**config.mk**
```make
export PLATFORM = sky130hd
export DESIGN_NAME = hdr_ratio_detect
export DESIGN_NICKNAME = d
export VERILOG_FILES = /design/src/rtl/hdr_ratio_pkg.sv /design/src/rtl/hdr_word_tracker.sv /design/src/rtl/hdr_field_probe.sv /design/src/rtl/hdr_ratio_map.sv /design/src/rtl/hdr_ratio_detect.sv
export SDC_FILE = /design/constraint.sdc
export NUM_CORES = 1
export LEC_CHECK = 0
export BUFFER_PORTS_ARGS = -buffer_cell sky130_fd_sc_hd__buf_2
export CAP_MARGIN = 0
export CORE_AREA = 2 2 57 59
export DETAILED_ROUTE_END_ITERATION = 6
export DIE_AREA = 0 0 59 61
export PLACE_DENSITY_LB_ADDON = 0.1
export SETUP_SLACK_MARGIN = 0.1
export SLEW_MARGIN = 20
export SYNTH_ARGS = -nofsm -noshare
export SYNTH_HDL_FRONTEND = slang
export SYNTH_SLANG_ARGS = --single-unit
```
**constraint.sdc**
```tcl
create_clock -name clk -period 1.92 [get_ports clk]
set_input_delay 0.192 -clock clk [delete_from_list [all_inputs] [get_ports clk]]
set_output_delay 0.192 -clock clk [all_outputs]
set_load 0.02 [all_outputs]
```
**src/rtl/hdr_ratio_pkg.sv**
```systemverilog
package hdr_ratio_pkg;

  typedef enum logic [1:0] {
    RATIO_X1 = 2'd0,
    RATIO_X2 = 2'd1,
    RATIO_X4 = 2'd2,
    RATIO_X8 = 2'd3
  } ratio_e;

  typedef enum logic [1:0] {
    SCAN_IDLE    = 2'd0,
    SCAN_COLLECT = 2'd1,
    SCAN_DONE    = 2'd2
  } scan_e;

endpackage

```
**src/rtl/hdr_word_tracker.sv**
```systemverilog
module hdr_word_tracker
  import hdr_ratio_pkg::*;
#(
  parameter int LAST_IDX = 229,
  parameter int IDX_W    = $clog2(LAST_IDX + 1)
) (
  input  logic             clk,
  input  logic             rst_n,
  input  logic             sof,
  input  logic             beat,
  input  logic             last,
  output logic [IDX_W-1:0] cur_idx,
  output logic             live,
  output logic             decide,
  output logic             short_end
);

  scan_e            state_q;
  logic [IDX_W-1:0] idx_q;

  // A beat in the sof cycle is word zero of the new image.
  assign cur_idx   = sof ? '0 : idx_q;
  assign live      = beat && (sof || state_q == SCAN_COLLECT);
  assign decide    = live && (cur_idx == IDX_W'(LAST_IDX));
  assign short_end = live && last && !decide;

  always_ff @(posedge clk or negedge rst_n) begin
    if (!rst_n) begin
      state_q <= SCAN_IDLE;
      idx_q   <= '0;
    end else begin
      if (decide || short_end) begin
        state_q <= SCAN_DONE;
      end else if (sof) begin
        state_q <= SCAN_COLLECT;
      end
      if (live) begin
        idx_q <= cur_idx + IDX_W'(1);
      end else if (sof) begin
        idx_q <= '0;
      end
    end
  end

endmodule

```
**src/rtl/hdr_field_probe.sv**
```systemverilog
module hdr_field_probe #(
  parameter int IDX_W      = 8,
  parameter int WORD_IDX   = 0,
  parameter int BITS       = 1,
  parameter bit MATCH_ZERO = 1'b0
) (
  input  logic             clk,
  input  logic             rst_n,
  input  logic             sof,
  input  logic             live,
  input  logic [IDX_W-1:0] idx,
  input  logic [BITS-1:0]  field,
  output logic             flag
);

  logic hit;
  logic test_now;
  logic flag_q;

  assign hit = live && (idx == IDX_W'(WORD_IDX));

  generate
    if (MATCH_ZERO) begin : g_zero_test
      assign test_now = (field == '0);
    end else begin : g_nonzero_test
      assign test_now = |field;
    end
  endgenerate

  always_ff @(posedge clk or negedge rst_n) begin
    if (!rst_n) begin
      flag_q <= 1'b0;
    end else if (hit) begin
      flag_q <= test_now;
    end else if (sof) begin
      flag_q <= 1'b0;
    end
  end

  // Bypass so a flag is usable in the very cycle its word passes.
  assign flag = hit ? test_now : flag_q;

endmodule

```
**src/rtl/hdr_ratio_map.sv**
```systemverilog
module hdr_ratio_map
  import hdr_ratio_pkg::*;
(
  input  logic   wide,
  input  logic   enc,
  input  logic   cmp,
  output ratio_e code
);

  logic [1:0] base;

  always_comb begin
    base = cmp ? 2'(RATIO_X4) : 2'(RATIO_X2);
    if (!enc && !cmp) begin
      code = RATIO_X1;
    end else if (wide) begin
      code = ratio_e'(base + 2'd1);
    end else begin
      code = ratio_e'(base);
    end
  end

endmodule

```
**src/rtl/hdr_ratio_detect.sv**
```systemverilog
module hdr_ratio_detect
  import hdr_ratio_pkg::*;
#(
  parameter int DATA_W   = 32,
  parameter int ENC_WORD = 69,
  parameter int ENC_LSB  = 2,
  parameter int ENC_BITS = 2,
  parameter int CMP_WORD = 229,
  parameter int CMP_BIT  = 1
) (
  input  logic              clk,
  input  logic              rst_n,
  input  logic              sof,
  input  logic              width_sel,
  input  logic              tap_valid,
  input  logic              tap_ready,
  input  logic [DATA_W-1:0] tap_data,
  input  logic              tap_last,
  output logic [1:0]        ratio_code,
  output logic              ratio_valid,
  output logic              hdr_error
);

  localparam int IDX_W = $clog2(CMP_WORD + 1);

  logic             beat;
  logic [IDX_W-1:0] cur_idx;
  logic             live;
  logic             decide;
  logic             short_end;
  logic             enc_flag;
  logic             cmp_flag;
  logic             wide_q;
  logic             wide_eff;
  ratio_e           code_next;
  ratio_e           code_q;
  logic             valid_q;
  logic             err_q;

  assign beat = tap_valid && tap_ready;

  hdr_word_tracker #(
    .LAST_IDX (CMP_WORD),
    .IDX_W    (IDX_W)
  ) u_tracker (
    .clk       (clk),
    .rst_n     (rst_n),
    .sof       (sof),
    .beat      (beat),
    .last      (tap_last),
    .cur_idx   (cur_idx),
    .live      (live),
    .decide    (decide),
    .short_end (short_end)
  );

  hdr_field_probe #(
    .IDX_W      (IDX_W),
    .WORD_IDX   (ENC_WORD),
    .BITS       (ENC_BITS),
    .MATCH_ZERO (1'b0)
  ) u_enc_probe (
    .clk   (clk),
    .rst_n (rst_n),
    .sof   (sof),
    .live  (live),
    .idx   (cur_idx),
    .field (tap_data[ENC_LSB +: ENC_BITS]),
    .flag  (enc_flag)
  );

  hdr_field_probe #(
    .IDX_W      (IDX_W),
    .WORD_IDX   (CMP_WORD),
    .BITS       (1),
    .MATCH_ZERO (1'b1)
  ) u_cmp_probe (
    .clk   (clk),
    .rst_n (rst_n),
    .sof   (sof),
    .live  (live),
    .idx   (cur_idx),
    .field (tap_data[CMP_BIT +: 1]),
    .flag  (cmp_flag)
  );

  assign wide_eff = sof ? width_sel : wide_q;

  hdr_ratio_map u_map (
    .wide (wide_eff),
    .enc  (enc_flag),
    .cmp  (cmp_flag),
    .code (code_next)
  );

  always_ff @(posedge clk or negedge rst_n) begin
    if (!rst_n) begin
      wide_q  <= 1'b0;
      code_q  <= RATIO_X1;
      valid_q <= 1'b0;
      err_q   <= 1'b0;
    end else begin
      if (sof) begin
        wide_q <= width_sel;
      end
      valid_q <= decide;
      if (decide) begin
        code_q <= code_next;
      end else if (sof) begin
        code_q <= RATIO_X1;
      end
      err_q <= short_end || (err_q && !sof);
    end
  end

  assign ratio_code  = code_q;
  assign ratio_valid = valid_q;
  assign hdr_error   = err_q;

endmodule

```
== Word level (Yosys, flattened, before mapping) ==
Cells that the tools add are included.
Storage, ports and cells
  flip-flop bits (word level): 17
  bits of input ports: 39
  output and inout port bits: 4
  word-level logic and storage cells: 48
Cells by class
  add/sub/neg operators: 2
  equality and inequality tests: 3
  multiplexer cells: 15
  bitwise gates (word level): 1
  reduce and logical (&&, ||, !) cells: 19
Operators with widths (count)
  $mux 8: 2
  $mux 2: 7
  $add 8x1->8 const B: 1
  $eq 8x7->1 const B: 1
  $eq 8x8->1 const B: 1
  $logic_and 1x1->1: 8
  $mux 1: 6
  $reduce_bool 2->1: 3
  $logic_not 1->1: 4
  $logic_or 1x1->1: 3
  $add 2x1->2 const B: 1
  $eq 2x1->1 const B: 1
  $reduce_or 2->1: 1
  $not 1->1: 1

== Longest topological paths before layout ==
Gate-level depths: netlist of run 1.
  depth after elaboration: 10
  mapped depth: 11
  depth with buffers taken out: 9

== Modules after synthesis ==
From an unflattened synthesis of run 1, not the netlist that was laid out.
Second synthesis, totals
  cells, all modules: 87
  area total of the unflattened synthesis: 978.4 µm²
By module, submodules not included
  hdr_word_tracker: instances 1, cells an instance 54, area an instance 595.6 µm², sequential area each 250.2 µm²
  hdr_ratio_detect: instances 1, cells an instance 12, area an instance 175.2 µm², sequential area each 125.1 µm²
  hdr_field_probe at u_enc_probe: instances 1, cells an instance 8, area an instance 96.3 µm², sequential area each 25.0 µm²
  hdr_field_probe at u_cmp_probe: instances 1, cells an instance 8, area an instance 71.3 µm², sequential area each 25.0 µm²
  hdr_ratio_map: instances 1, cells an instance 5, area an instance 40.0 µm², sequential area each 0.0 µm²

== Worst setup path before layout of run 1 ==
Ideal clock, no wire load.
  path kind: input to register
  start: input port sof
  end: register code_q[0], in the netlist ratio_code[0]
  setup time: 0.079 ns
  arrival: 1.864 ns
  required time: 1.841 ns
  setup slack: -0.023 ns
  stages: 11
  buffers on the path: 2
  path through: buf_6 > inv_1 > buf_2 > nand2_1 > ha_1 > and4bb_2 > o2111ai_4 > mux2i_1 > ha_1 > nand2b_1 > mux2i_1
Between the ends
  word-level cells in the longest chain between the ends: 9
  elaborated cells on any way between the ends: 19
  classes of those cells: add/sub: 1; eq/ne: 2; mux: 8; reduce/logical: 8
Ends and longest elaborated chain
  from (decl): line hdr_ratio_detect.sv:13  | input logic sof,
  $mux 8 or $logic_or 1x1->1 (tied branches)
  $eq 8x8->1 or $logic_and 1x1->1 (tied branches): line hdr_word_tracker.sv:24, hdr_field_probe.sv:20, hdr_word_tracker.sv:23
  $logic_and 1x1->1: line hdr_word_tracker.sv:24, hdr_field_probe.sv:20
  $mux 1: line hdr_field_probe.sv:41  | assign flag = hit ? test_now : flag_q;
  $mux 2: line hdr_ratio_map.sv:13  | base = cmp ? 2'(RATIO_X4) : 2'(RATIO_X2);
  $add 2x1->2: line hdr_ratio_map.sv:17  | code = ratio_e'(base + 2'd1);
  $mux 2: line hdr_ratio_map.sv:16  | end else if (wide) begin
  $mux 2: line hdr_ratio_map.sv:14  | if (!enc && !cmp) begin
  $mux 2: line hdr_ratio_detect.sv:107  | if (decide) begin
  to (signal assigned): line hdr_ratio_detect.sv:108  | code_q <= code_next;
  to (decl): line hdr_ratio_detect.sv:36  | ratio_e code_q;
Several ways; a longest one is shown, not always the timed one.
A chain may end at the register's enable or synchronous reset.

== Worst setup path after layout of run 1 ==
  start: register u_tracker.idx_q[0]
  end: register code_q[0], in the netlist ratio_code[0]
Between the ends
  word-level cells in the longest chain between the ends: 9
  elaborated cells on any way between the ends: 16
  classes of those cells: add/sub: 1; eq/ne: 2; mux: 7; reduce/logical: 6
Ends and longest elaborated chain
  from (decl): line hdr_word_tracker.sv:19  | logic [IDX_W-1:0] idx_q;
  from (signal assigned): line hdr_word_tracker.sv:38  | idx_q <= cur_idx + IDX_W'(1);
  $mux 8 (*)
  $eq 8x8->1: line hdr_word_tracker.sv:24, hdr_field_probe.sv:20
  $logic_and 1x1->1: line hdr_word_tracker.sv:24, hdr_field_probe.sv:20
  $mux 1: line hdr_field_probe.sv:41
  $mux 2: line hdr_ratio_map.sv:13
  $add 2x1->2: line hdr_ratio_map.sv:17
  $mux 2: line hdr_ratio_map.sv:16
  $mux 2: line hdr_ratio_map.sv:14
  $mux 2: line hdr_ratio_detect.sv:107
Every way passes the cells marked *; elsewhere a longest branch is shown, timed or not.

==> results of run 1 <==
[worst register-to-register path, stage by stage (launching register included)]
cell and delay, ns:
dfrtp_1 0.36, nor2b_4 0.17, ha_4 0.13, and4bb_2 0.27, o2111ai_4 0.13, mux2i_1 0.15, ha_1 0.28, nand2b_4 0.13
mux2i_1 0.11
[layout make-up]
| cell class | instances | share of cell area, % |
|---|---|---|
| clock buffer | 4 | 2.143 |
| inverter | 5 | 1.531 |
| multi-input combinational | 66 | 44.80 |
| sequential | 17 | 34.69 |
| tap | 33 | 3.367 |
| timing repair buffer | 26 | 13.47 |
[what timing repair did]
item | CTS | global route
hold endpoints to repair | 17 | 0
hold buffers | 1 | 0
setup buffers | 1 | 2
endpoints found under the setup margin | 1 | 2
resized for setup | 2 | 1
pin swaps | 1 | 1
[layer usage]
layer / vias to the layer above / global-route usage [%] / part of all wire, %
met4: 0 / 8.766 / 2.6
met1: 394 / 16.95 / 47
met2: 18 / 23.02 / 47
li1: 389 / - / -
met3: 5 / 1.919 / 3.6
met5: - / 0 / 0
[registers in the layout (all words and copies together) (netlist names)]
name and count:
hdr_error 1, ratio_code 2, ratio_valid 1, u_cmp_probe.flag_q 1, u_enc_probe.flag_q 1, u_tracker.idx_q 8
u_tracker.state_q 2, wide_q 1
[cell usage after synthesis]
master / count
dfrtp_1: 17
nand2_1: 11
mux2i_1: 7
inv_1: 5
nand2b_1: 4
nor2_1: 4
ha_1: 3
nor2b_1: 3
o311ai_0: 3
a21oi_1: 2
buf_2: 2
nand3_1: 2
nand4b_1: 2
nor3_1: 2
o31ai_1: 2
or2_0: 2
xnor2_1: 2
a32o_1: 1
and2_1: 1
and2b_1: 1
and4b_2: 1
and4bb_2: 1
buf_6: 1
mux2_1: 1
mux2_2: 1
nand4b_4: 1
nor4_2: 1
nor4b_1: 1
o2111ai_1: 1
o2111ai_4: 1
o211ai_1: 1
o21ai_2: 1
o22a_1: 1
o2bb2ai_1: 1
o41ai_1: 1
[power by group]
part | switching, W | internal (W) | leakage, nW | total, W
Combinational | 0.0000616 | 0.0000575 | 0.347 | 0.000119
Sequential | 0.00000734 | 0.000370 | 0.228 | 0.000377
Clock | 0.000123 | 0.0000811 | 0.0150 | 0.000204
Total | 0.000192 | 0.000509 | 0.591 | 0.000701
[logic make-up after synthesis]
group / count (synthesis) / share of synthesized area, %
mux: 9 / 9.403
buf+inv: 8 / 4.066
fa+ha+maj: 3 / 3.812
flops: 17 / 43.20
simple gates: 37 / 23.63
compound gates: 15 / 14.11
xor+xnor: 2 / 1.779
[path summary, 6_finish.rpt]
check                                         from                  to  slack [ns]  depth (start not counted)
worst max-delay path            u_tracker.idx_q[0]       ratio_code[0]        0.12                          8
worst min-delay path                   tap_data[1]  u_cmp_probe.flag_q        0.08                          2
worst max register to register  u_tracker.idx_q[0]       ratio_code[0]        0.12                          8
min in group asynchronous                    rst_n  u_tracker.idx_q[7]        0.33                          2
max in group asynchronous                    rst_n  u_tracker.idx_q[6]        1.30                          2
worst min register to register              wide_q              wide_q        0.51                          2
[layout by cell type (no fill, tap or decap), types with 3 or more instances in the layout]
master	Yosys	routed
dfrtp_1	17	17
buf_2	2	13
buf_4	0	12
nand2_1	11	10
mux2i_1	7	7
inv_1	5	4
nor2_1	4	4
o311ai_0	3	3
nand2b_1	4	3
clkbuf_4	0	3
[metrics by stage]
step                      cell area [um^2]  power [W]  setup TNS (ns)  hold WS [ns]
after global placement                1147  0.0004857               0        0.1505
after global routing                  1226  0.0007391        -0.03138        0.1024
after floorplan                       1001  0.0004452               0       -0.1036
final                                 1226  0.0007006               0       0.08427
after detailed placement              1147  0.0004877               0        0.1536
after CTS                             1204  0.0007015               0       0.08315
==> out/metrics.cfg, run 1 <==
[floorplanning]
core_um2=2953
rows=20
die_w_um=59
io_pins=43
initial_core_util_pct=33.35
die-area_um2=3599
die_y_um=61

[global_route]
antenna_found_initial=0
grt_pass1_vias=790
track_usage_pct=13.85
grt_overflow=0
grt_max_degree=18
grt_pass1_wl_mm=3.574

[clock_network]
clkTransAtPathRegs_ns=0.10
worstSkewPairLatency_ns=0.30
h-tree-depth=1
root_buffer=clkbuf_4
cts_tree=built
cts_buffers=3
cts_buffer_depth=2
cts_sinks=17

[placed_design]
place_hpwl_mm=1.623
portBuffers=13
dp.cells=143
gp_congestion=0.7426
dp_slack_ns=0.04282

[sta]
fmax_ghz=0.5545
finalMaxSlewViolations=0
fin_worst_skew_ns=0.002519
fin_crit_ns=1.804
maxSlewHeadroom_pct=73.29
worst_pin_slew_ns=0.4006
finalHoldViolCount=0
setup_ws_ns=0.1165
finalCritPeriodShare_pct=93.93
grt_setup_unrepaired=true
setup_viol=0

[worst_hold_path]
hold_path.class=input pin to flop

[logic_synthesis]
synth-seq-cells=17
synth_top_cell_by_area=dfrtp_1
yosysWarnings=0
syn-cell-area_um2=984.7
synthCells=91
postSynthAreaPerCell_um2=10.82
syn-num-nets=133
synthTopCellsByArea=dfrtp_1 (43%), mux2i_1 (7.1%), nand2_1 (4.2%), ha_1 (3.8%), o2111ai_4 (2.7%)
yosysSeqAreaShare_pct=43.20
synthDistinctLibCells=35
synth_top_cell_area_share_pct=43.20

[finish]
syn2layout_area_growth_pct=24.52
drive_gt1_share_pct=33.90
antenna_cells=0
instances_no_fill=151
multi_input_area_um2=549.3
final_util_pct=41.53
nets=161
regArea_um2=425.4
fill_cells=298

[worst_setup_path]
path_class=flop to flop
worst_ep_arrival_time_ns=2.04
crit_family=simple AND/OR/NAND/NOR gates
crit_top_cell=mux2i_1
crit_fanout=2
cp-start-kind=flop
crit_chain=nor2b_4 > ha_4 > and4bb_2 > o2111ai_4 > mux2i_1 > ha_1 > nand2b_4 > mux2i_1
critPathBufInv=0
max_stage_delay_ns=0.36
required_ns=2.15
cp-end-kind=flop
crit_slowest_cell=dfrtp_1

[route]
vias=806
drtIter0Drc=13
routed_wl_mm=2.127
postRouteAntennaNets=0
drc=0
wire_per_inst_um=14.09
drtPass1Iterations=4
via_per_inst=5.338

[run]
drv_cap=0

[power]
vdd_ir_drop_max_uv=305.2
power.leakage_nw=0.5907
powerDensity_nw_per_um2=571.4

[status]
status=finished, final reports clean

(Power assumes the default switching activity.)
==> run 2: changes to the inputs <==
==> constraint.sdc (replaced) <==
create_clock -name clk -period 1.92 [get_ports clk]
set_input_delay 0.48 -clock clk [delete_from_list [all_inputs] [get_ports clk]]
set_output_delay 0.48 -clock clk [all_outputs]
set_load 0.02 [all_outputs]
==> out/metrics.cfg, run 2 (synthesis results as in run 1) <==
[route]
vias=793  ; -1.6%
via_per_inst=5.217  ; -2.3%
drtPass1Iterations=4  ; unchanged
wire_per_inst_um=14.22  ; +0.93%
drtIter0Drc=13  ; unchanged
drc=0  ; unchanged
postRouteAntennaNets=0  ; unchanged
routed_wl_mm=2.161  ; +1.6%

[sta]
fmax_ghz=0.5502  ; -0.77%
setup_ws_ns=0.1025  ; -0.01395 ns
maxSlewHeadroom_pct=72.10  ; -1.2 points
fin_crit_ns=1.817  ; +0.01395 ns
hold_slack_ns=0.09468  ; +0.01040 ns
worst_pin_slew_ns=0.4184  ; +0.01778 ns
fin_worst_skew_ns=0.008303  ; +0.005783 ns
setup_viol=0  ; unchanged
finalMaxSlewViolations=0  ; unchanged
grt_setup_unrepaired=true
finalCritPeriodShare_pct=94.66  ; +0.73 points
finalHoldViolCount=0  ; unchanged

[clock_network]
worstSkewPairLatency_ns=0.29  ; about the same
cts_buffers=3  ; unchanged
clkTransAtPathRegs_ns=0.11  ; about the same
cts_tree=built
cts_sinks=17  ; unchanged
h-tree-depth=1  ; unchanged
root_buffer=clkbuf_4
cts_buffer_depth=2  ; unchanged

[power]
power.total_w=0.0006912  ; -1.3%
vdd_ir_drop_max_uv=274.2  ; -10%
powerDensity_nw_per_um2=557.5  ; -2.4%
power.leakage_nw=0.5999  ; +1.6%

[global_route]
grt_pass1_vias=796  ; +0.76%
antenna_found_initial=0  ; unchanged
grt_max_degree=18  ; unchanged
track_usage_pct=14.55  ; +0.70 points
grt_overflow=0  ; unchanged
grt_pass1_wl_mm=3.801  ; +6.4%

[worst_setup_path]
crit_chain=nor2b_4 > ha_4 > and4bb_2 > o2111ai_4 > mux2i_1 > ha_1 > nand2b_4 > mux2i_1
max_stage_delay_ns=0.36  ; about the same
crit_top_cell=mux2i_1
crit_start=u_tracker.idx_q[0]
worst_ep_arrival_time_ns=2.04  ; about the same
required_ns=2.14  ; about the same
crit_slowest_cell=dfrtp_1
crit_fanout=2  ; unchanged
cp-start-kind=flop
path_class=flop to flop
r2r-start=u_tracker.idx_q[0]
cp-end-kind=flop

[placed_design]
dp.cells=145  ; +1.4%
portBuffers=13  ; unchanged
gp_congestion=0.8572  ; +15%
dp_slack_ns=-0.1834  ; -0.2262 ns
place_hpwl_mm=1.598  ; -1.5%

[floorplanning]
die-area_um2=3599  ; unchanged
core_um2=2953  ; unchanged
initial_core_util_pct=33.35  ; unchanged
die_y_um=61  ; unchanged
die_w_um=59  ; unchanged
io_pins=43  ; unchanged
rows=20  ; unchanged

[finish]
syn2layout_area_growth_pct=25.92
fill_cells=303  ; +1.7%
nets=162  ; +0.62%
instances_no_fill=152  ; +0.66%
drive_gt1_share_pct=36.13  ; +2.2 points
top_register=u_tracker.idx_q
antenna_cells=0  ; unchanged
largest_register_ffs=8  ; unchanged
final_util_pct=41.99  ; +0.47 points
final_cell_mix=dfrtp_1 (16), buf_4 (14), buf_2 (13)
final_common_cell=dfrtp_1

[status]
status=finished, final reports clean

[run]
drv_cap=0  ; unchanged

[worst_hold_path]
hold_path.class=input pin to asynchronous set/reset pin

-- run 2: cell count changes in the layout (fill, tap and decap cells not counted), sizes merged --
cell,before,now
dlygate4sd3,1,0
buf,25,27
-- run 2: final cells by class --
class / instances / area, um^2 / share of cell area (%)
clock buffer: 4 / 26.28 / 2.119
sequential: 17 / 426.7 / 34.41
tap: 33 / 41.29 / 3.330
timing repair buffer: 27 / 170.2 / 13.72
inverter: 5 / 21.27 / 1.715
multi-input combinational: 66 / 554.3 / 44.70
-- run 2: metrics by stage --
stage | area [um^2] | setup TNS [ns]
after floorplan | 1030 | -0.2770
after global placement | 1182 | -0.3026
after detailed placement | 1182 | -0.2686
after CTS | 1232 | 0
after global routing | 1240 | 0
final | 1240 | 0
-- run 2: timing repair --
item	4_1_cts	5_1_grt
pin swaps	2	1
cloned	0	0
hold buffers	0	0
hold endpoints to repair	0	0
setup buffers	2	1
endpoints found under the setup margin	1	2
resized for setup	2	0
-- run 2: metal layers --
metal / routed length [um] / share of wire, % / global-route usage [%] / vias to the layer above
li1: - / - / - / 390
met1: 1058 / 49 / 19.95 / 376
met2: 969 / 45 / 23.17 / 21
met3: 79 / 3.7 / 1.919 / 6
met4: 54 / 2.5 / 6.169 / 0
met5: 0 / 0 / 0 / -
-- run 2: worst max-delay path, delay by kind of cell (launching register included) --
| kind | cells | cell delay [ns] |
|---|---|---|
| AND/OR/NAND/NOR | 3 | 0.57 |
| AO/OA/AOI/OAI | 1 | 0.13 |
| multiplexers | 2 | 0.26 |
| adder cells (fa/ha/maj) | 2 | 0.43 |
| flip-flops | 1 | 0.36 |
-- run 2: worst paths after layout --
path | to | slack [ns] | cells after the start
max in group asynchronous | u_tracker.idx_q[1] | 1.52 | 1
setup reg to reg | ratio_code[0] | 0.10 | 8
hold reg to reg | hdr_error | 0.49 | 1
setup / recovery | ratio_code[0] | 0.10 | 8
hold / removal | ratio_valid | 0.09 | 1
min in group clk | u_cmp_probe.flag_q | 0.38 | 2
-- run 2: where the power goes --
| part | internal (W) | switching (W) |
|---|---|---|
| clock network | 0.0000807 | 0.000119 |
| logic | 0.0000520 | 0.0000615 |
| registers | 0.000370 | 0.00000778 |
| total | 0.000503 | 0.000188 |
==> run 3: changes to the inputs <==
--- a/config.mk
+++ b/config.mk
@@ -7,9 +7,11 @@
 export LEC_CHECK = 0
 export BUFFER_PORTS_ARGS = -buffer_cell sky130_fd_sc_hd__buf_2
 export CAP_MARGIN = 0
-export CORE_AREA = 2 2 57 59
+export CELL_PAD_IN_SITES_DETAIL_PLACEMENT = 0
+export CELL_PAD_IN_SITES_GLOBAL_PLACEMENT = 1
+export CORE_AREA = 2 2 60 62
 export DETAILED_ROUTE_END_ITERATION = 6
-export DIE_AREA = 0 0 59 61
+export DIE_AREA = 0 0 62 64
 export PLACE_DENSITY_LB_ADDON = 0.1
 export SETUP_SLACK_MARGIN = 0.1
 export SLEW_MARGIN = 20
==> out/metrics.cfg, run 3 (synthesis results as in run 1) <==
[worst_hold_path]
hold_path.class=input pin to asynchronous set/reset pin

[sta]
grt_setup_unrepaired=true
worst_pin_slew_ns=0.4133  ; -0.005111 ns
fin_worst_skew_ns=0.01378  ; +0.005475 ns
setup-tns-final_ns=0  ; unchanged
fin_crit_ns=1.766  ; -0.05143 ns
finalHoldViolCount=0  ; unchanged
setup_viol=0  ; unchanged
maxSlewHeadroom_pct=72.45  ; +0.34 points
fmax_ghz=0.5662  ; +2.9%
hold_slack_ns=0.07696  ; -0.01771 ns
setup_ws_ns=0.1539  ; +0.05143 ns
finalCritPeriodShare_pct=91.98  ; -2.7 points
finalMaxSlewViolations=0  ; unchanged

[global_route]
grt_pass1_wl_mm=3.622  ; -4.7%
grt_pass1_vias=742  ; -6.8%
track_usage_pct=12.70  ; -1.8 points
grt_max_degree=18  ; unchanged
grt_overflow=0  ; unchanged
antenna_found_initial=0  ; unchanged

[placed_design]
gp_congestion=0.7591  ; -11%
dpl-instance-area_um2=1199  ; +1.4%
portBuffers=13  ; unchanged
dp_slack_ns=-0.1897  ; -0.006279 ns
place_hpwl_mm=1.672  ; +4.6%

[clock_network]
cts_tree=built
cts_hold_buffers=0  ; unchanged
cts_buffers=3  ; unchanged
clkTransAtPathRegs_ns=0.12  ; about the same
h-tree-depth=1  ; unchanged
cts_buffer_depth=2  ; unchanged
cts_sinks=17  ; unchanged
worstSkewPairLatency_ns=0.31  ; +0.02 ns
root_buffer=clkbuf_4

[route]
vias=783  ; -1.3%
wl_met1_mm=1.053  ; -0.47%
drc=0  ; unchanged
wire_per_inst_um=13.11  ; -7.8%
via_per_inst=4.717  ; -9.6%
postRouteAntennaNets=0  ; unchanged
routed_wl_mm=2.177  ; +0.74%
drtIter0Drc=27  ; +14
wl_met3_um=62  ; -22%
drtPass1Iterations=4  ; unchanged
met2WireLength_mm=1.019  ; +5.2%
highest_layer=met4

[worst_setup_path]
max_stage_delay_ns=0.36  ; about the same
path_class=flop to flop
r2r_setup_slack_ns=0.15  ; +0.05 ns
cp-end-kind=flop
required_ns=2.17  ; +0.03 ns
crit_slowest_cell=dfrtp_1
r2r_cells=8  ; unchanged
cp-start-kind=flop
r2r-start=u_tracker.idx_q[0]
r2r-end=ratio_code[0]
worst_ep_arrival_time_ns=2.01  ; -0.03 ns
crit_fanout=2  ; unchanged
crit_top_cell=mux2i_1
crit_chain=nor2b_4 > ha_4 > and4bb_2 > o2111ai_4 > mux2i_1 > ha_1 > nand2b_4 > mux2i_1

[finish]
largest_register_ffs=8  ; unchanged
syn2layout_area_growth_pct=28.34
antenna_cells=0  ; unchanged
top_register=u_tracker.idx_q
final_area_um2=1264  ; +1.9%
final_common_cell=dfrtp_1
drive_gt1_share_pct=36.67  ; +0.53 points
final_cell_mix=dfrtp_1 (17), buf_4 (15), buf_2 (13)
nets=163  ; +0.62%
fill_cells=353  ; +17%

[power]
p_switching_w=0.0002019  ; +7.2%
clkPwrFrac_pct=29.7  ; +0.8 points
p_int_w=0.0005034  ; about the same
powerDensity_nw_per_um2=558.1  ; +0.11%
power.total_w=0.0007052  ; +2.0%
p_seq_share_pct=53.6  ; -1.1 points
power.leakage_nw=0.6109  ; +1.8%
p_comb_share_pct=16.7  ; +0.3 points
p_sw_share_pct=28.62  ; +1.4 points
vdd_ir_drop_max_uv=202.8  ; -26%

[floorplanning]
core_um2=3284  ; +11%
io_pins=43  ; unchanged
die_w_um=62  ; +5.1%
die-area_um2=3968  ; +10%
rows=21  ; +5.0%
initial_core_util_pct=29.98  ; -3.4 points
die_y_um=64  ; +4.9%

[status]
status=finished, final reports clean

[run]
drv_cap=0  ; unchanged

==> run 3: final cells by class <==
type	instances	area (um^2)	share of cell area (%)
multi-input cells	66	554.3	43.86
repair buffers	28	177.7	14.06
flip-flops and latches	17	425.4	33.66
clock inverters	1	5.005	0.3960
inverters	5	21.27	1.683
clock buffers	3	22.52	1.782
well taps	46	57.56	4.554
==> run 3: how the worst max path moves through the flow <==
stage                         end                from  slack, ns  cells past startpoint
CTS                 ratio_code[0]  u_tracker.idx_q[0]       0.10                      8
global placement    ratio_code[0]                 sof      -0.19                      9
global route        ratio_code[0]  u_tracker.idx_q[0]       0.04                      8
floorplan           ratio_code[0]                 sof      -0.19                     11
detailed placement  ratio_code[0]                 sof      -0.19                      9
finish              ratio_code[0]  u_tracker.idx_q[0]       0.15                      8
==> run 3: worst max-delay path: cells and delay by family (launching register included) <==
kind	cells	cell delay [ns]
AND/OR/NAND/NOR	3	0.58
adder cells (fa/ha/maj)	2	0.40
AO/OA/AOI/OAI	1	0.12
multiplexers	2	0.25
flip-flops	1	0.36
==> run 3: routing by layer <==
metal  vias up  GRT usage (%)
met5         -              0
met4         0          5.585
met3         5          2.429
met2        12          18.62
met1       376          17.74
li1        390              -
==> run 3: through the flow <==
stage,util [%],std cells
3_3_place_gp,36.50,158
3_5_place_dp,36.50,158
5_1_grt,38.48,166
6_report,38.48,166
4_1_cts,37.79,164
2_1_floorplan,-,91
==> run 3: repair_timing <==
action | in CTS | in global routing
buffers inserted | 2 | 2
setup endpoints to repair | 1 | 2
pin swaps | 2 | 2
cloned | 0 | 0
gates resized for setup | 0 | 1
==> run 3: power groups by stage <==
stage / Sequential (W) / Combinational [W] / Clock [W]
after floorplan: 0.000387 / 0.0000640 / 0
after global placement: 0.000386 / 0.000109 / 0
after detailed placement: 0.000386 / 0.000110 / 0
after CTS: 0.000378 / 0.000118 / 0.000218
final: 0.000378 / 0.000118 / 0.000210
after global routing: 0.000380 / 0.000132 / 0.000236
